<file path="src/rtl/bcc_pkg.sv">
package bcc_pkg;
  localparam int DATA_W    = 8;
  localparam int BIT_SEL_W = 3;
  localparam int NUM_PINS  = 1 << BIT_SEL_W;
  localparam int RESET_IDX = 0;
  localparam int MODE_IDX  = 1;
  localparam int STEP_IDX  = 2;

  typedef struct packed {
    logic              bitWr;
    logic              parLoad;
    logic [DATA_W-1:0] data;
  } cmdStrobe_t;
endpackage

</file>
<file path="src/rtl/bcc_uart_rx.sv">
module bcc_uart_rx #(
  parameter int CLKS_PER_BIT = 16,
  parameter int DATA_W       = 8
) (
  input  logic              clk,
  input  logic              rstN,
  input  logic              rxIn,
  output logic              rxValid,
  output logic [DATA_W-1:0] rxData,
  output logic              rxFrameErr
);
  localparam int CNT_W = $clog2(CLKS_PER_BIT);
  localparam int IDX_W = $clog2(DATA_W);
  localparam logic [CNT_W-1:0] HALF_M1 = CNT_W'(CLKS_PER_BIT / 2 - 1);
  localparam logic [CNT_W-1:0] FULL_M1 = CNT_W'(CLKS_PER_BIT - 1);
  localparam logic [IDX_W-1:0] LAST_IDX = IDX_W'(DATA_W - 1);

  typedef enum logic [1:0] {ST_IDLE, ST_START, ST_DATA, ST_STOP} rxState_t;

  logic              syncA, syncB;
  rxState_t          state;
  logic [CNT_W-1:0]  cnt;
  logic [IDX_W-1:0]  bitIdx;
  logic [DATA_W-1:0] shiftReg;

  always_ff @(posedge clk or negedge rstN) begin
    if (!rstN) begin
      syncA <= 1'b1;
      syncB <= 1'b1;
    end else begin
      syncA <= rxIn;
      syncB <= syncA;
    end
  end

  always_ff @(posedge clk or negedge rstN) begin
    if (!rstN) begin
      state      <= ST_IDLE;
      cnt        <= '0;
      bitIdx     <= '0;
      shiftReg   <= '0;
      rxValid    <= 1'b0;
      rxFrameErr <= 1'b0;
    end else begin
      rxValid    <= 1'b0;
      rxFrameErr <= 1'b0;
      case (state)
        ST_IDLE: begin
          cnt <= '0;
          if (!syncB) state <= ST_START;
        end
        ST_START: begin
          if (cnt == HALF_M1) begin
            cnt    <= '0;
            bitIdx <= '0;
            state  <= syncB ? ST_IDLE : ST_DATA;
          end else begin
            cnt <= cnt + 1'b1;
          end
        end
        ST_DATA: begin
          if (cnt == FULL_M1) begin
            cnt      <= '0;
            shiftReg <= {syncB, shiftReg[DATA_W-1:1]};
            if (bitIdx == LAST_IDX) state <= ST_STOP;
            else bitIdx <= bitIdx + 1'b1;
          end else begin
            cnt <= cnt + 1'b1;
          end
        end
        default: begin
          if (cnt == FULL_M1) begin
            cnt        <= '0;
            rxValid    <= syncB;
            rxFrameErr <= !syncB;
            state      <= ST_IDLE;
          end else begin
            cnt <= cnt + 1'b1;
          end
        end
      endcase
    end
  end

  assign rxData = shiftReg;

  AST_NO_VALID_AND_ERR: assert property (@(posedge clk) disable iff (!rstN)
    !(rxValid && rxFrameErr));
  AST_VALID_SINGLE: assert property (@(posedge clk) disable iff (!rstN)
    rxValid |=> !rxValid);
  AST_ERR_SINGLE: assert property (@(posedge clk) disable iff (!rstN)
    rxFrameErr |=> !rxFrameErr);
endmodule

</file>
<file path="src/rtl/bcc_ctrl.sv">
module bcc_ctrl
  import bcc_pkg::*;
(
  input  logic              clk,
  input  logic              rstN,
  input  logic              rxValid,
  input  logic [DATA_W-1:0] rxData,
  output cmdStrobe_t        strb
);
  logic armed;

  always_ff @(posedge clk or negedge rstN) begin
    if (!rstN) begin
      armed <= 1'b0;
      strb  <= '0;
    end else begin
      strb.bitWr   <= 1'b0;
      strb.parLoad <= 1'b0;
      if (rxValid) begin
        strb.data <= rxData;
        if (armed) begin
          strb.parLoad <= 1'b1;
          armed        <= 1'b0;
        end else if (rxData[DATA_W-1]) begin
          armed <= 1'b1;
        end else begin
          strb.bitWr <= 1'b1;
        end
      end
    end
  end

  AST_STROBE_EXCL: assert property (@(posedge clk) disable iff (!rstN)
    !(strb.bitWr && strb.parLoad));
  AST_LOAD_AFTER_ARM: assert property (@(posedge clk) disable iff (!rstN)
    strb.parLoad |-> !armed);
endmodule

</file>
<file path="src/rtl/bcc_datapath.sv">
module bcc_datapath
  import bcc_pkg::*;
(
  input  logic                clk,
  input  logic                rstN,
  input  cmdStrobe_t          strb,
  output logic [DATA_W-1:0]   parOut,
  output logic [NUM_PINS-1:0] bitOut,
  output logic                cpuClk
);
  logic [NUM_PINS-1:0]  pinReg;
  logic [DATA_W-1:0]    parReg;
  logic                 stepPending;
  logic [BIT_SEL_W-1:0] sel;
  logic                 stepReq;
  logic                 freeReq;

  assign sel     = strb.data[BIT_SEL_W:1];
  assign freeReq = pinReg[MODE_IDX];
  assign stepReq = strb.bitWr && (sel == BIT_SEL_W'(STEP_IDX)) && strb.data[0] && !freeReq;

  always_ff @(posedge clk or negedge rstN) begin
    if (!rstN) begin
      pinReg <= '0;
      parReg <= '0;
    end else begin
      if (strb.bitWr) pinReg[sel] <= strb.data[0];
      if (strb.parLoad) parReg <= strb.data;
    end
  end

  always_ff @(posedge clk or negedge rstN) begin
    if (!rstN) begin
      cpuClk      <= 1'b0;
      stepPending <= 1'b0;
    end else begin
      if (cpuClk) begin
        cpuClk <= 1'b0;
        if (stepReq) stepPending <= 1'b1;
      end else if (freeReq) begin
        cpuClk      <= 1'b1;
        stepPending <= 1'b0;
      end else if (stepPending) begin
        cpuClk      <= 1'b1;
        stepPending <= 1'b0;
      end else if (stepReq) begin
        stepPending <= 1'b1;
      end
    end
  end

  assign parOut = parReg;
  assign bitOut = pinReg;

  AST_CLK_HIGH_ONE: assert property (@(posedge clk) disable iff (!rstN)
    cpuClk |=> !cpuClk);
  AST_FREE_TOGGLE: assert property (@(posedge clk) disable iff (!rstN)
    (!cpuClk && freeReq) |=> cpuClk);
  AST_PAR_HOLD: assert property (@(posedge clk) disable iff (!rstN)
    !strb.parLoad |=> $stable(parReg));
  AST_ONE_PIN: assert property (@(posedge clk) disable iff (!rstN)
    1'b1 |=> $countones(pinReg ^ $past(pinReg)) <= 1);
  AST_STEP_SOURCE: assert property (@(posedge clk) disable iff (!rstN)
    ($rose(cpuClk) && !$past(freeReq)) |-> $past(stepPending));
endmodule

</file>
<file path="src/rtl/bootClockCtrl.sv">
module bootClockCtrl
  import bcc_pkg::*;
#(
  parameter int CLKS_PER_BIT = 16
) (
  input  logic                clk,
  input  logic                rstN,
  input  logic                rxIn,
  output logic [DATA_W-1:0]   parOut,
  output logic [NUM_PINS-1:0] bitOut,
  output logic                cpuResetN,
  output logic                cpuClk,
  output logic                rxFrameErr
);
  logic              rxValid;
  logic [DATA_W-1:0] rxData;
  cmdStrobe_t        strb;

  bcc_uart_rx #(.CLKS_PER_BIT(CLKS_PER_BIT), .DATA_W(DATA_W)) uRx (
    .clk(clk), .rstN(rstN), .rxIn(rxIn),
    .rxValid(rxValid), .rxData(rxData), .rxFrameErr(rxFrameErr)
  );

  bcc_ctrl uCtrl (
    .clk(clk), .rstN(rstN), .rxValid(rxValid), .rxData(rxData), .strb(strb)
  );

  bcc_datapath uDp (
    .clk(clk), .rstN(rstN), .strb(strb),
    .parOut(parOut), .bitOut(bitOut), .cpuClk(cpuClk)
  );

  assign cpuResetN = bitOut[RESET_IDX];

  AST_RESET_PIN: assert property (@(posedge clk) disable iff (!rstN)
    cpuResetN == bitOut[RESET_IDX]);
endmodule

</file>
<file path="config.mk">
export PLATFORM = sky130hd
export DESIGN_NAME = bootClockCtrl
export DESIGN_NICKNAME = d
export VERILOG_FILES = /design/src/rtl/bcc_pkg.sv /design/src/rtl/bcc_uart_rx.sv /design/src/rtl/bcc_ctrl.sv /design/src/rtl/bcc_datapath.sv /design/src/rtl/bootClockCtrl.sv
export SDC_FILE = /design/constraint.sdc
export NUM_CORES = 1
export LEC_CHECK = 0
export BUFFER_PORTS_ARGS = -buffer_cell sky130_fd_sc_hd__buf_2
export CAP_MARGIN = 20
export CELL_PAD_IN_SITES_DETAIL_PLACEMENT = 1
export CELL_PAD_IN_SITES_GLOBAL_PLACEMENT = 1
export CORE_MARGIN = 5
export CORE_UTILIZATION = 43
export CTS_BUF_LIST = sky130_fd_sc_hd__clkbuf_8 sky130_fd_sc_hd__clkbuf_16
export DETAILED_ROUTE_END_ITERATION = 12
export HOLD_SLACK_MARGIN = 0.05
export PLACE_DENSITY_LB_ADDON = 0.05
export SYNTH_ARGS = -nofsm -noshare
export SYNTH_HDL_FRONTEND = slang
export SYNTH_HIERARCHICAL = 1
export SYNTH_SLANG_ARGS = --single-unit
export TNS_END_PERCENT = 30
</file>
<file path="constraint.sdc">
create_clock -name clk -period 1.72 [get_ports clk]
set_clock_uncertainty 0.05 [all_clocks]
set_input_delay 0.172 -clock clk [delete_from_list [all_inputs] [get_ports clk]]
set_output_delay 0.172 -clock clk [all_outputs]
set_load 0.01 [all_outputs]
</file>
* Yosys cells after proc, flatten, opt, wreduce, memory -nomap -nowiden
Cells that the tools add are included.
Word-level totals: output and inout bits 19, bits in read-only memories 0, RAM bits 0, memories kept 0, register bits 50, latch bits 0, bits of input ports 3
Operators by class: div/mod/pow operators 0, bitwise logic cells 0, shifts and indexed selects 0, muxes and demuxes 35, $mul 0, reduce and logical (&&, ||, !) cells 13, $lt $le $gt $ge 2, eq/ne operators 12, $add $sub $neg 2
Operators by type and width (count):
- 1-bit 2-to-1 mux | 18
- 2-bit 2-to-1 mux | 6
- 10-bit 2-to-1 mux | 1
- 3-bit 2-to-1 mux | 3
- 8-bit bitwise mux | 1
- 4-bit 2-to-1 mux | 2
- 4-bit one-hot mux with 2 select lines | 1
- 2-bit by 1-bit inequality test with 1-bit output, second input constant | 3
- 2-bit inequality test, second input constant | 3
- 2-bit one-hot mux with 3 select lines | 1
- 3-bit one-hot mux with 2 select lines | 1
- 5-bit AND reduction | 1
- 4-bit by 1-bit adder with 4-bit output, second input constant | 1
- 4-bit by 3-bit == test with 1-bit output, second input constant | 1
- 4-bit == test, second input constant | 1
- 1-bit logical AND | 4
- 3-bit by 4-bit less-than comparator with 1-bit output, second input constant | 1
- 4-bit AND reduction | 1
- 3-bit by 1-bit adder with 3-bit output, second input constant | 1
- 1-bit demux with 3-bit select | 1
- 3-bit by 2-bit == test with 1-bit output, second input constant | 1
- 3-bit == test, second input constant | 1
- 3-bit by 1-bit greater-or-equal comparator with 1-bit output, second input constant | 1
- 3-bit nonzero test | 1
- other kinds (7) | 8

* Depth between registers and ports, before layout
Gate-level depths: netlist (run 1).
word-level depth 8, depth in mapped cells 5, gate-level depth less buffers 5

* Cells and area by module
The synthesis (run 1) kept the hierarchy.
By module, submodules not included:
- bcc_uart_rx | sequential area each 528.0 um^2, area an instance 963.4 um^2, times used 1, cells each 70
- bcc_datapath | sequential area each 450.4 um^2, area an instance 747.0 um^2, times used 1, cells each 47
- bcc_ctrl | sequential area each 275.3 um^2, area an instance 435.4 um^2, times used 1, cells each 25
- bootClockCtrl | sequential area each 0.0 um^2, area an instance 7.5 um^2, times used 1, cells each 1

* Least setup slack after synthesis (run 1)
OpenSTA, ideal clock, no wires.
path type reg-to-reg, start register uRx.cnt[0], end register uRx.shiftReg[0], in the netlist uRx/rxData[0], period minus slack after synthesis 1625 ps, data arrival time 1450 ps, path slack 95 ps, cell stages (with the launch flop) 6, cells stage by stage dfrtp_1 -> ha_1 -> and3_4 -> and3b_1 -> buf_6 -> mux2_4
Between the ends: longest elaborated chain between the ends 2
RTL lines:
- from (decl) | RTL line bcc_uart_rx.sv:22 | logic [CNT_W-1:0] cnt;
- from (signal assigned) | RTL line bcc_uart_rx.sv:58 | cnt <= cnt + 1'b1;
- from (signal assigned) | RTL line bcc_uart_rx.sv:68 | cnt <= cnt + 1'b1;
- from (signal assigned) | RTL line bcc_uart_rx.sv:78 | cnt <= cnt + 1'b1;
- 4-bit == test | RTL line bcc_uart_rx.sv:62 | if (cnt == FULL_M1) begin
- 2-bit AND reduction (no line)
- to (signal assigned) | RTL line bcc_uart_rx.sv:64 | shiftReg <= {syncB, shiftReg[DATA_W-1:1]};
- to (decl) | RTL line bcc_uart_rx.sv:24 | logic [DATA_W-1:0] shiftReg;
Every way passes these cells. A chain may end at the register's enable or synchronous reset.

* Worst setup path in the final report (run 1)
start register uRx.bitIdx[0], end register uRx.bitIdx[2]
Between the ends: longest elaborated chain between the ends 4, elaborated cells between the ends (all ways) 7, those cells by class 1 x add/sub; 2 x eq/ne; 3 x mux; 1 x reduce/logical
RTL lines:
- from (decl) | RTL line bcc_uart_rx.sv:23 | logic [IDX_W-1:0] bitIdx;
- from (signal assigned) | RTL line bcc_uart_rx.sv:66 | else bitIdx <= bitIdx + 1'b1;
- 3-bit by 1-bit adder with 3-bit output | RTL line bcc_uart_rx.sv:66
- 3-bit 2-to-1 mux | RTL line bcc_uart_rx.sv:65 | if (bitIdx == LAST_IDX) state <= ST_STOP;
- 3-bit 2-to-1 mux | RTL line bcc_uart_rx.sv:62
- 3-bit one-hot mux with 2 select lines | RTL line bcc_uart_rx.sv:47 | case (state)
Several ways; a longest one is shown, not always the timed one. The select of a mux whose other input is x is not followed.

==> impl_summary.md, run 1 <==
Min path
The type of the worst min-delay path is reg -> reg.

Die
22 I/O pins were placed. The vertical die dimension is 80.77 µm. The core box area is 0.004786 mm². From left edge to right edge, the die measures 80.77 µm. The die covers 0.006523 mm². The count of standard-cell rows is 25. The initial cell density of the core is 44.99%.

Yosys
The share of the synthesized area in the top cell type is 55.78%. Ranked by total cell area, the synthesized netlist is headed by dfrtp_1 56%, mux2_4 12%, mux2_2 8.9%, dfstp_2 2.4%, and4bb_1 1.7%. The most used flip-flop cell after synthesis is dfrtp_1. The count of cell types in the netlist is 36. The mean area per synthesized cell is 15.06 µm².

The total nets after synthesis is 149. Counting instances in the post-synthesis netlist gives the leading cell types as 48 x dfrtp_1, 17 x mux2_2, 17 x mux2_4, 7 x nor2_1. The cell count after synthesis came out at 143. The async set-or-reset flop fraction in the synthesized netlist is 100.0%. The number of flops mapped to enable cells by yosys is 0. In the post-synthesis netlist, the cell with the most instances is dfrtp_1. The count of state elements after synthesis is 50. The post-synthesis sequential area ratio is 58.22%. The post-synthesis cell type with the largest combined area is dfrtp_1. The number of warnings printed during yosys synthesis is 6. The post-synth design cell area is 0.002153 mm².

Power and ir drop
The clock share of power is 27.2%. Combinational logic burns 20.5% of the power. The worst vdd rail ir drop is 0.5564 mV. The relative contribution of sequential cells to total power is 52.4%. In this run the power spent charging and discharging nets is 0.7309 mW. The internal power is 1.868 mW.

Summed over all cells, the static leakage comes to 1.252 nW. The power per cell area is 1048 mW/mm². In this run switching power makes up 28.13% of total power.

Timing
The final number of hold-violating endpoints is 0. The number of pins exceeding their max-slew limit in the final report is 0. Based on the critical path, the design can be clocked at up to 610.4 MHz. The normalized max-slew margin is 60.27%.

At the pin with the least slew margin, the transition time is 0.5959 ns. The final critical-path share of the clock period is 95.24%. The worst hold margin is 0.3130 ns.

The final-report setup violation count is 0. The shortest period the worst path allows is 1.638 ns. Setup repair after global routing left no endpoint under its margin.

Setup path
In this design, the largest share of critical-path delay is due to flip-flops. STA classifies the critical path startpoint as a flip-flop. The required time of the critical path is 1.86 ns.

In this design, the critical path's most frequently occurring cell is ha_1. The kind of critical path is reg -> reg. The cell type of the slowest stage on the worst timing path is dfrtp_1. STA puts the critical path data arrival time at 1.77 ns. The critical path capture point type is a flip-flop. Traced cell by cell, the critical path runs through ha_1 -> ha_1 -> and4bb_2 -> o21ai_2 -> mux2_2. The largest single stage delay on the critical path is 0.38 ns. Along the worst path, the maximum fanout reaches 3. The number of buffers and inverters on the critical path is 0.

Layout
In the final design database the tool counted 180 nets. Excluding fillers, the count of instances in the completed layout stands at 242. The growth of design area from synthesis to finish is 15.17%. The total non-filler cell area in the finished layout is 0.002480 mm². The layout cell share with drive strength beyond 1 is 45.71%. The number of antenna diodes is 0. The number of filler instances in the final layout is 498.

Clock tree
The TritonCTS clock tree is built. The number of buffers added by the clock tree synthesis step is 5. The H-tree was split into 2 levels. In this run the deepest clock path goes through 2 buffers. After clock tree synthesis, the clock-pin slew on the worst setup and hold paths is 0.09 ns. The number of setup buffers added after CTS is 0. The number of clock sinks is 50. The tree is rooted in a clkbuf_8. The worst-skew pair later-pin latency is 0.30 ns.

Routing
The number of detailed-routing iterations run before antenna repair is 4. Using the TritonRoute via totals, the vias-per-cell ratio works out to 5.182. The residual DRC count is 0. Once detail routing completed, the nets flagged for antenna violations numbered 0.

The number of DRC markers after the initial detailed-route iteration is 28. Summing over every cut layer, the via total after detailed routing is 1,254. After detailed routing, the average wire length per cell comes to 16.32 µm.

The total wire length after detailed routing is 3.950 mm.

Outcome
The run finished with clean final reports.

Global route
The pin count of the biggest net entering global routing is 32. In the global route stage, overall resource usage came out at 14.10%. The number of global-route vias before repair is 1,425. The initial antenna violation count was 0. Global routing finished with a remaining overflow of 0.

The first global-routing pass estimated 6.920 mm of wire.

Job
The reported max-cap violation count is 0.

Place
The cell area reported after detailed placement is 0.002364 mm². The weighted congestion reported at the end of routability-driven placement is 0.8036. The number of port buffers is 21.

The number of placed instances, taps included, is 232. The detailed-placement wirelength estimate is 2.796 mm.
[stage by stage]
step	TNS, ns	power [mW]	setup WS (ns)	utilization, %
finish	0	2.598	0.08183	51.82
global route	0	2.765	0.008404	51.82
CTS	0	2.634	0.06378	51.82
detailed placement	-0.07538	1.915	-0.01543	49.39
global placement	0	1.872	0.04169	49.39
floorplan	0	1.701	0.09455	-
[power by group through the flow]
stage | Combinational [mW] | Sequential, mW | Clock, mW
floorplan | 0.343 | 1.36 | 0
finish | 0.532 | 1.36 | 0.706
CTS | 0.539 | 1.36 | 0.734
global placement | 0.495 | 1.38 | 0
detailed placement | 0.535 | 1.38 | 0
global route | 0.593 | 1.37 | 0.797
[flip-flops by register name (all words and copies together) (netlist names)]
name             cells
uCtrl/strb          10
uDp/bitOut           8
uDp/parOut           8
uRx/rxData           8
uRx/cnt              4
uRx/bitIdx           3
uRx/state            2
uCtrl/armed          1
uDp/cpuClk           1
uDp/stepPending      1
uRx/rxFrameErr       1
uRx/rxValid          1
uRx/syncA            1
uRx/syncB            1
[cell type report]
type                    instances  area (µm²)  area share [%]
multi-input cells              83       834.6           33.65
well taps                      67       83.83           3.380
flip-flops and latches         50        1254           50.55
clock buffers                   6       82.58           3.330
clock inverters                 2       12.51          0.5045
repair buffers                 32       205.2           8.274
inverters                       2       7.507          0.3027
[cell usage in the layout (no fill, tap or decap), drive strengths merged]
cell type	Yosys	routed
nor2	7	7
nor3b	3	3
nand3b	2	2
xnor2	2	2
nand4b	3	3
nand4	1	1
nor2b	1	1
dfstp	2	2
nor4b	1	1
clkbuf	2	6
nand2b	1	1
buf	6	30
and3	1	1
clkinvlp	0	1
inv	2	2
o21ai	2	2
and4bb	4	4
dlygate4sd3	0	2
a31oi	3	3
and3b	3	3
a311oi	2	2
a32o	1	1
and2	2	2
nand3	1	1
ha	3	3
mux2	35	35
a22o	1	1
dfrtp	48	48
a21oi	3	3
a211oi	1	1
clkinv	0	1
[final timing paths]
kind / cells past startpoint / startpoint / to / slack (ns)
worst max register to register: 5 / uRx/bitIdx[0] / uRx/bitIdx[2] / 0.08
min in group asynchronous: 2 / rstN / uRx/cnt[1] / 0.32
worst max-delay path: 5 / uRx/bitIdx[0] / uRx/bitIdx[2] / 0.08
worst min register to register: 0 / uRx/syncA / uRx/syncB / 0.31
worst min-delay path: 0 / uRx/syncA / uRx/syncB / 0.31
max in group asynchronous: 3 / rstN / uDp/parOut[4] / 0.78
[worst reg2reg max path: stages (launching register included)]
cell and delay, ns:
dfrtp_1 0.38, ha_1 0.16, ha_1 0.15, and4bb_2 0.24, o21ai_2 0.18, mux2_2 0.36
[repair_timing]
| item | CTS | global route |
|---|---|---|
| hold buffers | 2 | 0 |
| setup endpoints to repair | 8 | 0 |
| resized for setup | 1 | 0 |
| endpoints found under the hold margin | 18 | 0 |
[logic make-up after synthesis]
logic type | Yosys count | share of synthesized area [%]
DFF | 50 | 58.22
muxes | 35 | 21.27
and+or+nand+nor | 30 | 10.63
AOI/OAI and AO/OA | 13 | 4.242
buffers and inverters | 10 | 3.080
adders and majority gates | 3 | 1.743
xor gates and xnor gates | 2 | 0.8136
[layer usage]
layer | routed length, µm | part of all wire (%) | track usage (%)
met4 | 53 | 1.3 | 5.068
met3 | 143 | 3.6 | 3.437
met2 | 1969 | 50 | 23.10
met5 | 0 | 0 | 0
met1 | 1783 | 45 | 18.24
(Power assumes the default switching activity.)
==> run 2, diff against run 1 <==
--- a/config.mk
+++ b/config.mk
@@ -15,6 +15,7 @@
 export DETAILED_ROUTE_END_ITERATION = 12
 export HOLD_SLACK_MARGIN = 0.05
 export PLACE_DENSITY_LB_ADDON = 0.05
+export RECOVER_POWER = 25
 export SYNTH_ARGS = -nofsm -noshare
 export SYNTH_HDL_FRONTEND = slang
 export SYNTH_HIERARCHICAL = 1
==> constraint.sdc (replaced) <==
create_clock -name clk -period 1.72 [get_ports clk]
set_clock_uncertainty 0.05 [all_clocks]
set_input_delay 0.172 -clock clk [delete_from_list [all_inputs] [get_ports clk]]
set_output_delay 0.172 -clock clk [all_outputs]
set_load 0.1 [all_outputs]
==> run 2 against run 1 <==
Sequential cell count unchanged; clock-buffer cell count unchanged; die area unchanged; maximum frequency unchanged; critical path depth unchanged; routed wire length unchanged; register-to-register slack about the same; first-iteration DRC count unchanged; combinational power increased by 2%; setup slack unchanged; clock power about the same; largest cell class unchanged; highest routed layer unchanged.
==> impl_summary.md, run 2 (same netlist as run 1, synthesis figures left out) <==
Setup path
The number of cells on the worst reg-to-reg path is 5 (unchanged). The largest fanout of any net on the critical path is 3 (unchanged). The required time of the critical path was 1.86 ns (about the same). The kind of critical path is reg -> reg.

The worst setup path is captured at a flip-flop. The most frequent cell on the critical path is ha_1. The reg-to-reg critical path startpoint is uRx/bitIdx[0]. The largest stage delay on the critical path was 0.38 ns (about the same). On the critical path the largest part of the delay comes from flip-flops. The arrival time of the worst setup path came to 1.77 ns (about the same). The endpoint of the most critical register-to-register path is uRx/bitIdx[2]. The number of buffers and inverters on the critical path is 0 (unchanged). The type of element launching the critical path is a flip-flop. The cell type of the slowest stage on the worst timing path is dfrtp_1.

The worst reg-to-reg setup slack came to 0.08 ns (about the same). Traced cell by cell, the critical path runs through ha_1 -> ha_1 -> and4bb_2 -> o21ai_2 -> mux2_2.

Power and ir drop
The worst vdd rail ir drop is 0.5562 mV (about the same). The power consumption is 2.606 mW (+0.30%). The power per cell area is 1052 mW/mm² (+0.35%). The leakage power of the design is 1.249 nW (-0.22%).

Timing
The number of pins exceeding their max-slew limit in the final report came to 0 (unchanged). The final number of hold-violating endpoints is 0 (unchanged). The normalized max-slew margin is 22.24% (-38 points).

Setup repair after global routing left no endpoint under its margin. The fmax came to 610.4 MHz (unchanged). The post-layout worst setup margin is 0.08183 ns (unchanged).

The final critical-path share of the clock period is 95.24% (unchanged). The worst-margin pin slew is 1.166 ns (+0.5705 ns). The shortest period the worst path allows is 1.638 ns (unchanged).

The final-report setup violation count came to 0 (unchanged).

Die
The core box area is 0.004786 mm² (unchanged). The boundary pin count is 22 (unchanged). The overall die area came to 0.006523 mm² (unchanged). The initial cell density of the core is 44.99% (unchanged). The vertical die dimension is 80.77 µm (unchanged). The count of standard-cell rows is 25 (unchanged). The horizontal die dimension is 80.77 µm (unchanged).

Clock tree
The worst-skew pair later-pin latency came to 0.30 ns (about the same). The number of clock sinks is 50 (unchanged). The CTS clock-pin slew for the worst setup and hold paths is 0.09 ns (about the same).

The buffer cell driving the clock tree root is clkbuf_8. The number of buffers added by the clock tree synthesis step came to 5 (unchanged). The buffer depth of the longest clock path is 2 (unchanged). The deepest level of the CTS H-tree was 2 (unchanged). The TritonCTS clock tree is built.

Layout
The total non-filler cell area in the finished layout is 0.002479 mm² (about the same). The post-layout net count is 180 (unchanged). The count of non-filler cells in the finished layout is 242 (unchanged). The number of filler instances in the final layout was 497 (-0.20%). The utilization of the core after routing is 51.79% (about the same). The register with the most flip-flops in the final layout is uCtrl/strb. The growth of design area from synthesis to finish is 15.11% (about the same).

The number of antenna diodes is 0 (unchanged). The area used by multi-input combinational logic is 834.6 µm² (unchanged). Leaving out fill and tap cells, the most frequent cell in the layout is dfrtp_1. The layout cell share with drive strength beyond 1 is 45.14% (-0.57 points). In the layout the commonest cells are 48 x dfrtp_1, 20 x buf_2, 17 x mux2_4, 17 x mux2_2, 8 x buf_4. The flip-flop count of the largest register, all copies and words added came to 10 (unchanged). The sequential cell area in the final layout was 0.001254 mm² (unchanged).

Global route
The pin count of the biggest net entering global routing came to 32 (unchanged). The number of global-route vias before repair is 1,425 (unchanged). The total track usage is 14.10% (unchanged). The initial antenna violation count is 0 (unchanged).

The global-route wire length before repair is 6.920 mm (unchanged). The residual overflow from global routing came to 0 (unchanged).

Routing
The residual DRC count is 0 (unchanged). The number of DRC markers after the initial detailed-route iteration is 28 (unchanged). The average vias per placed instance is 5.186 (about the same). The count of nets left with antenna violations after detail routing was 0 (unchanged). The total via count after detailed routing is 1,255 (+0.080%). The total wire length after detailed routing came to 3.950 mm (unchanged). The routed length per placed instance is 16.32 µm (unchanged). The number of detailed-routing iterations run before antenna repair came to 4 (unchanged).

Place
The number of port buffers is 21 (unchanged). The weighted congestion reported at the end of routability-driven placement is 0.8036 (unchanged). The placed instance count is 232 (unchanged). The cell area reported after detailed placement is 0.002364 mm² (unchanged).

The worst slack after detailed placement came to -0.01543 ns (unchanged). The detailed-placement wirelength estimate came to 2.796 mm (unchanged).

Outcome
The run finished with clean final reports.

Min path
The worst min-delay path endpoint is uRx/syncB. The type of the worst min-delay path is reg -> reg. The source of the worst hold timing path is uRx/syncA. The hold-critical path depth is 0 (unchanged).

Job
The reported max-cap violation count is 0 (unchanged).
run 2: cell count changes in the layout (fill, tap and decap cells not counted), sizes merged:
cell	before	now
clkbuf	6	7
buf	30	29
run 2: what timing repair did:
item | in CTS | in global routing
gates resized for setup | 1 | 0
endpoints found under the setup margin | 8 | 0
hold buffers | 2 | 0
hold endpoints to repair | 18 | 0
buffers inserted | 0 | 0
run 2: where the power goes:
part	switching [mW]	internal, mW
clock network	0.382	0.324
registers	0.0955	1.27
logic	0.261	0.278
total	0.739	1.87
run 2: how the worst max path moves through the flow:
stage / from / to / slack [ns] / cells after the start
after floorplan: uRx/cnt[0] / uRx/rxData[0] / 0.09 / 5
after global placement: uRx/cnt[0] / uRx/rxData[5] / 0.04 / 4
after detailed placement: uRx/cnt[0] / uRx/rxData[2] / -0.02 / 4
after CTS: uRx/bitIdx[0] / uRx/bitIdx[2] / 0.06 / 5
after global routing: uRx/bitIdx[0] / uRx/bitIdx[2] / 0.008 / 5
final: uRx/bitIdx[0] / uRx/bitIdx[2] / 0.08 / 5
run 2: layer usage:
metal  track usage, %  vias up  routed length (µm)
met5                0        -                   0
met4            5.068        0                  53
met3            3.437        5                 143
met2            23.10       20                1967
met1            18.24      655                1785
li1                 -      575                   -
run 2: per-stage QoR:
step	TNS, ns	hold WS, ns
after global placement	0	0.09738
after CTS	0	0.3161
final	0	0.3130
after detailed placement	-0.07538	0.1138
after global routing	0	0.3233
after floorplan	0	-0.1736
run 2: layout make-up:
class | instances | area share [%]
well taps | 67 | 3.382
flip-flops and latches | 50 | 50.58
clock buffers | 6 | 3.332
multi-input cells | 83 | 33.67
clock inverters | 2 | 0.5048
repair buffers | 32 | 8.228
inverters | 2 | 0.3029
